<file path="config.mk">
export PLATFORM = sky130hd
export DESIGN_NAME = cfg_window_bridge
export DESIGN_NICKNAME = d
export VERILOG_FILES = /design/src/rtl/cfgw_pkg.sv /design/src/rtl/cfgw_addr_decode.sv /design/src/rtl/cfgw_lane_swap.sv /design/src/rtl/cfg_window_bridge.sv
export SDC_FILE = /design/constraint.sdc
export NUM_CORES = 1
export LEC_CHECK = 0
export BUFFER_PORTS_ARGS = -buffer_cell sky130_fd_sc_hd__buf_2
export CAP_MARGIN = 10
export CORE_MARGIN = 2
export CORE_UTILIZATION = 45
export CTS_CLUSTER_SIZE = 25
export DETAILED_ROUTE_END_ITERATION = 8
export PLACE_DENSITY = 0.77
export SLEW_MARGIN = 20
export SYNTH_ARGS = -nofsm -noshare
export SYNTH_HDL_FRONTEND = slang
export SYNTH_HIERARCHICAL = 1
export SYNTH_SLANG_ARGS = --single-unit
</file>
<file path="constraint.sdc">
create_clock -name clk -period 1.9 [get_ports clk]
set_clock_uncertainty 0.15 [all_clocks]
set_input_delay 0.285 -clock clk [delete_from_list [all_inputs] [get_ports clk]]
set_output_delay 0.285 -clock clk [all_outputs]
set_load 0.05 [all_outputs]
</file>
<file path="src/rtl/cfgw_pkg.sv">
// Shared types for the configuration window bridge.
// Assumes: size codes are fixed by the processor bus encoding.
package cfgw_pkg;
    typedef enum logic [1:0] {
        SZ_BYTE = 2'd0,
        SZ_HALF = 2'd1,
        SZ_WORD = 2'd2,
        SZ_BAD  = 2'd3
    } acc_size_e;

    typedef enum logic {
        ST_IDLE = 1'b0,
        ST_BUSY = 1'b1
    } brg_state_e;
endpackage

</file>
<file path="src/rtl/cfgw_addr_decode.sv">
// Address decoder: checks the window, picks the device from the one-hot
// select field, builds the configuration address and byte enables,
// and flags alignment faults.
// Assumes: DEV_W + 3 <= 8 so devfn fits its byte; the window is a power of two.
module cfgw_addr_decode
    import cfgw_pkg::*;
#(
    parameter int          AW        = 32,
    parameter logic [31:0] WIN_BASE  = 32'h8080_0000,
    parameter int          WIN_LOG2  = 22,
    parameter int          SEL_LO    = 11,
    parameter int          SEL_N     = 11
) (
    input  logic [AW-1:0] addr,
    input  logic [1:0]    size,
    output logic          hit,
    output logic          misalign,
    output logic [31:0]   cfg_addr,
    output logic [3:0]    be
);
    localparam int DEV_W = $clog2(SEL_N + 1);

    logic [SEL_N-1:0] sel;
    logic [DEV_W-1:0] dev;
    logic [7:0]       devfn;

    assign sel = addr[SEL_LO +: SEL_N];
    assign hit = (addr[AW-1:WIN_LOG2] == WIN_BASE[AW-1:WIN_LOG2]);

    // Priority scan: lowest set select bit wins, none gives SEL_N.
    always_comb begin
        dev = DEV_W'(SEL_N);
        for (int i = SEL_N - 1; i >= 0; i--) begin
            if (sel[i]) dev = DEV_W'(i);
        end
    end

    assign devfn    = 8'({dev, addr[10:8]});
    assign cfg_addr = {1'b1, 15'd0, devfn, addr[7:2], 2'b00};

    // Byte enables and alignment check from size and low address bits.
    always_comb begin
        be       = 4'b0000;
        misalign = 1'b0;
        case (acc_size_e'(size))
            SZ_BYTE: be = 4'b0001 << addr[1:0];
            SZ_HALF: begin
                be       = 4'b0011 << addr[1:0];
                misalign = addr[0];
            end
            SZ_WORD: begin
                be       = 4'b1111;
                misalign = (addr[1:0] != 2'b00);
            end
            default: misalign = 1'b1;
        endcase
    end
endmodule

</file>
<file path="src/rtl/cfgw_lane_swap.sv">
// Byte-lane converter between big-endian processor order and
// little-endian configuration order for right-justified data.
// Assumes: DW is a multiple of 8 and at least 32; sizes above word are invalid.
module cfgw_lane_swap
    import cfgw_pkg::*;
#(
    parameter int DW = 32
) (
    input  logic [1:0]    size,
    input  logic [DW-1:0] din,
    output logic [DW-1:0] dout
);
    localparam int WB = 4;
    localparam int HB = 2;

    logic [8*WB-1:0] word_rev;
    logic [8*HB-1:0] half_rev;

    // Reverse the bytes of the word and of the low halfword.
    for (genvar g = 0; g < WB; g++) begin : g_word
        assign word_rev[8*g +: 8] = din[8*(WB-1-g) +: 8];
    end
    for (genvar g = 0; g < HB; g++) begin : g_half
        assign half_rev[8*g +: 8] = din[8*(HB-1-g) +: 8];
    end

    // Select the swapped form for the access size, zeroing unused lanes.
    always_comb begin
        case (acc_size_e'(size))
            SZ_BYTE: dout = DW'(din[7:0]);
            SZ_HALF: dout = DW'(half_rev);
            SZ_WORD: dout = DW'(word_rev);
            default: dout = '0;
        endcase
    end
endmodule

</file>
<file path="src/rtl/cfg_window_bridge.sv">
// Top of the configuration window bridge: accepts processor strobes,
// issues one configuration request per good access, and waits for the
// target acknowledge before it reports ready again.
// Assumes: strobes last one cycle; cfg_ack arrives once per request.
module cfg_window_bridge
    import cfgw_pkg::*;
#(
    parameter int          AW       = 32,
    parameter int          DW       = 32,
    parameter logic [31:0] WIN_BASE = 32'h8080_0000,
    parameter int          WIN_LOG2 = 22,
    parameter int          SEL_LO   = 11,
    parameter int          SEL_N    = 11
) (
    input  logic          clk,
    input  logic          rst_n,
    input  logic [AW-1:0] cpu_addr,
    input  logic [1:0]    cpu_size,
    input  logic [DW-1:0] cpu_wdata,
    input  logic          cpu_rd,
    input  logic          cpu_wr,
    output logic [DW-1:0] cpu_rdata,
    output logic          cpu_ready,
    output logic          cpu_err,
    output logic          cfg_req,
    output logic          cfg_we,
    output logic [31:0]   cfg_addr,
    output logic [3:0]    cfg_be,
    output logic [DW-1:0] cfg_wdata,
    input  logic          cfg_ack,
    input  logic [DW-1:0] cfg_rdata
);
    brg_state_e    state;
    logic [1:0]    size_q;
    logic          hit, misalign, bad, strobe;
    logic [31:0]   dec_addr;
    logic [3:0]    dec_be;
    logic [DW-1:0] wr_swapped, rd_swapped;

    cfgw_addr_decode #(
        .AW(AW), .WIN_BASE(WIN_BASE), .WIN_LOG2(WIN_LOG2),
        .SEL_LO(SEL_LO), .SEL_N(SEL_N)
    ) i_dec (
        .addr(cpu_addr), .size(cpu_size), .hit(hit),
        .misalign(misalign), .cfg_addr(dec_addr), .be(dec_be)
    );

    cfgw_lane_swap #(.DW(DW)) i_wswap (
        .size(cpu_size), .din(cpu_wdata), .dout(wr_swapped)
    );

    cfgw_lane_swap #(.DW(DW)) i_rswap (
        .size(size_q), .din(cfg_rdata), .dout(rd_swapped)
    );

    assign strobe = cpu_rd | cpu_wr;
    assign bad    = misalign | (cpu_rd & cpu_wr);

    // Request sequencer: accept, issue, wait for acknowledge, return data.
    always_ff @(posedge clk) begin
        if (!rst_n) begin
            state     <= ST_IDLE;
            size_q    <= 2'd0;
            cpu_rdata <= '0;
            cpu_ready <= 1'b0;
            cpu_err   <= 1'b0;
            cfg_req   <= 1'b0;
            cfg_we    <= 1'b0;
            cfg_addr  <= '0;
            cfg_be    <= '0;
            cfg_wdata <= '0;
        end else begin
            cfg_req <= 1'b0;
            cpu_err <= 1'b0;
            case (state)
                ST_IDLE: begin
                    cpu_ready <= 1'b1;
                    if (strobe && hit && cpu_ready) begin
                        if (bad) begin
                            cpu_err <= 1'b1;
                        end else begin
                            cfg_req   <= 1'b1;
                            cfg_we    <= cpu_wr;
                            cfg_addr  <= dec_addr;
                            cfg_be    <= dec_be;
                            cfg_wdata <= cpu_wr ? wr_swapped : '0;
                            size_q    <= cpu_size;
                            cpu_ready <= 1'b0;
                            state     <= ST_BUSY;
                        end
                    end
                end
                ST_BUSY: begin
                    if (cfg_ack) begin
                        if (!cfg_we) cpu_rdata <= rd_swapped;
                        cpu_ready <= 1'b1;
                        state     <= ST_IDLE;
                    end
                end
                default: state <= ST_IDLE;
            endcase
        end
    end

    AST_REQ_PULSE: assert property (@(posedge clk) disable iff (!rst_n)
        cfg_req |=> !cfg_req);
    AST_REQ_NOT_READY: assert property (@(posedge clk) disable iff (!rst_n)
        cfg_req |-> !cpu_ready);
    AST_ACK_READY: assert property (@(posedge clk) disable iff (!rst_n)
        (state == ST_BUSY && cfg_ack) |=> cpu_ready);
    AST_ERR_NO_REQ: assert property (@(posedge clk) disable iff (!rst_n)
        cpu_err |-> (!cfg_req && cpu_ready));
    AST_ADDR_FORM: assert property (@(posedge clk) disable iff (!rst_n)
        cfg_req |-> (cfg_addr[31] && cfg_addr[30:16] == 15'd0 && cfg_addr[1:0] == 2'b00));
    AST_DEV_RANGE: assert property (@(posedge clk) disable iff (!rst_n)
        cfg_req |-> (cfg_addr[15:11] <= 5'(SEL_N)));
    AST_BE_SHAPE: assert property (@(posedge clk) disable iff (!rst_n)
        cfg_req |-> ($countones(cfg_be) == 1 || cfg_be == 4'b0011 ||
                     cfg_be == 4'b1100 || cfg_be == 4'b1111));
endmodule

</file>
==> metrics.csv <==
stage,metric,value,unit
route,drt-initial-drc-count,270,
route,dr.max_layer_used,met4,
min_path,worstHoldEndpoint,cfg_addr[2],
clocking,ctsHoldBuffers,0,
pwr,p_total,0.004548,W
synthesis,ys_ff_latch,107,
route,met3_length,1112,um
floorplanning,coreArea,0.01206,mm2
timing,setup_viol,0,
clocking,root_buffer,clkbuf_16,
timing,timing.final.ws_setup,0.2184,ns
layout,num-nets-final,924,
floorplanning,dieArea,0.01333,mm2
timing,max_freq,0.5947,GHz
grt,track_usage,0.2047,
route,met2_length,6156,um
clocking,cts.sinks,107,
clocking,cts_buffer_depth,2,
clocking,post_cts_resized,0,
route,remaining_drc_errors,0,
floorplanning,initial_utilization,0.4636,
floorplanning,rows,40,
setup_path,reg2regPathDepth,5,
layout,drive_above_1_share,0.3099,
setup_path,regToRegStartpoint,state,
grt,grt_first_pass_wirelength,22030,um
layout,area_growth,22.60,%
setup_path,endpoint_kind,flop,
min_path,hp-class,in2reg,
setup_path,crit_required,2.03,ns
place,place_ws,-0.1498,ns
place,dpl.hpwl,9769,um
setup_path,worstSetupStartpoint,cpu_addr[22],
clocking,cts_setup_buffers,0,
layout,fin_util,0.5684,
setup_path,critical_path_arrival,1.81,ns
setup_path,r2r_end,cfg_wdata[9],
setup_path,path_class,in2reg,
route,wl_met1,6083,um
setup_path,cp-start-kind,input port,
synthesis,syn_avg_cell_area,8.683,um2
synthesis,ys_seq_area_frac,0.3831,
place,postPlaceCellArea,0.006550,mm2
route,drtAntennaViolNets,0,
timing,finalCriticalPeriod,1.682,ns
place,gp_congestion,0.7951,
place,numPortBuffers,206,
job,cap_viol_max_count,0,
synthesis,syn_area,0.005592,mm2
clocking,cts_tree,yes,
pwr,ir_drop,0.3773,mV
timing,hold_viol,0,
layout,fin_area,0.006855,mm2
grt,first_global_vias,4683,
synthesis,synth_warnings,6,
synthesis,syn_inst,644,
floorplanning,die_w,115.5,um
clocking,cts_buffers,9,
clocking,clock_latency,0.34,ns
route,wirelength,13620,um
grt,grt_max_degree,80,
route,post_drt_wl_per_cell,13.70,um
floorplanning,io-pin-count,207,
grt,grt_antenna_before_repair,0,
setup_path,critPathMaxFanout,18,
timing,rsz0062_at_grt,false,
clocking,clk_pin_slew,0.07,ns
clocking,htree_levels,3,
pwr,power_density,663.5,mW/mm2
timing,post-route-period-util,0.8851,
outcome,outcome,finished clean,
timing,slew_viol_final,0,
synthesis,synthDistinctLibCells,44,
route,vias,4847,
min_path,min_from,cpu_addr[2],
grt,grt_overflow,0,
route,drt-pass1-iter-count,4,
route,routed_via_density,4.876,
pwr,p_leak,2.988,nW
timing,whs,0.03200,ns
layout,antenna_cells,0,
setup_path,r2r_slack,0.39,ns
min_path,worstHoldPathCells,3,
floorplanning,die_h,115.5,um
[power by group]
| group | leakage, nW | switching (W) | internal [W] |
|---|---|---|---|
| Combinational | 1.98 | 0.000227 | 0.000183 |
| Sequential | 0.862 | 0.00000148 | 0.00224 |
| Clock | 0.142 | 0.000832 | 0.00106 |
| Total | 2.99 | 0.00106 | 0.00349 |
[state kept, by name (all words and copies together), names as in the netlist]
name	cells
cfg_req	1
cpu_ready	1
cfg_addr	32
cfg_we	1
size_q	2
cfg_be	4
state	1
cfg_wdata	32
cpu_rdata	32
cpu_err	1
[critical path, stage by stage]
cell	delay, ns
buf_2	0.10
nor4b_1	0.25
and4b_1	0.28
nand3b_4	0.10
nor3_4	0.23
buf_12	0.17
buf_12	0.18
mux2i_1	0.21
[kinds of logic (layout without fill, tap and decap cells)]
group | count (synthesis) | count (layout) | synth area share
and+or+nand+nor | 282 | 282 | 0.2363
DFF | 107 | 107 | 0.3831
muxes | 90 | 90 | 0.1613
buffers and inverters | 83 | 248 | 0.1143
AOI/OAI and AO/OA | 79 | 79 | 0.1007
other | 2 | 19 | 0.001343
xor gates and xnor gates | 1 | 1 | 0.002910
[routing by layer]
metal  global-route usage  vias up
li1                     -     2461
met1               0.2588     2207
met2               0.3341      159
met3              0.05649       20
met4              0.07711        0
met5                    0        -
[cells in the mapped netlist (all sizes together)]
library cell / count / share of area
and3b: 1 / 0.0016
nand3b: 2 / 0.0049
and4b: 1 / 0.0018
and2: 32 / 0.036
inv: 3 / 0.0020
dfxtp: 107 / 0.38
nand2b: 2 / 0.0022
o31ai: 2 / 0.0027
o2bb2ai: 16 / 0.025
mux2i: 89 / 0.16
a221oi: 1 / 0.0027
and2b: 10 / 0.013
a21oi: 35 / 0.031
o41ai: 1 / 0.0029
a22o: 16 / 0.025
o21a: 1 / 0.0013
buf: 57 / 0.094
nor2b: 12 / 0.016
clkbuf: 20 / 0.013
o21bai: 2 / 0.0027
nand2: 176 / 0.12
a211oi: 1 / 0.0022
nor4: 2 / 0.0022
dlygate4sd1: 3 / 0.0047
nor3: 3 / 0.0036
o21ai: 3 / 0.0034
nand3: 32 / 0.029
conb: 2 / 0.0013
xnor2: 1 / 0.0029
and4: 1 / 0.0016
mux2: 1 / 0.0020
nor2: 7 / 0.0047
nor4b: 1 / 0.0016
a21boi: 1 / 0.0013
[per-stage QoR]
stage,cells,TNS [ns]
2_1_floorplan,661,0
3_3_place_gp,978,-5.053
3_5_place_dp,978,-6.581
4_1_cts,994,0
5_1_grt,994,0
6_report,994,0
[how the worst max path moves through the flow]
stage                               end  slack, ns
after global routing       cfg_addr[13]       0.08
final                      cfg_wdata[9]       0.22
after CTS                  cfg_wdata[9]       0.21
after global placement     cfg_wdata[8]      -0.11
after floorplan           cfg_wdata[27]       0.09
after detailed placement   cfg_wdata[9]      -0.15
[cell usage in the layout (no fill, tap or decap), types with 7 or more instances in the layout]
cell type / count
conb_1: 19
a22o_1: 16
and2b_1: 10
nand3_1: 32
nand2_1: 176
buf_2: 205
nor2_1: 7
dfxtp_1: 107
clkbuf_16: 9
nor2b_1: 10
buf_4: 16
o2bb2ai_1: 16
buf_12: 8
a21oi_1: 35
and2_1: 32
mux2i_1: 89
[cell type report]
| class | instances | area, um2 |
|---|---|---|
| Clock buffer | 11 | 242.7 |
| Tap cell | 168 | 210.2 |
| Multi-Input combinational cell | 471 | 2880 |
| Clock inverter | 5 | 62.56 |
| Inverter | 3 | 11.26 |
| Timing Repair Buffer | 229 | 1306 |
| Fill cell | 1152 | 5206 |
| Sequential cell | 107 | 2142 |
No activity file was read; power rests on OpenSTA's default activity.
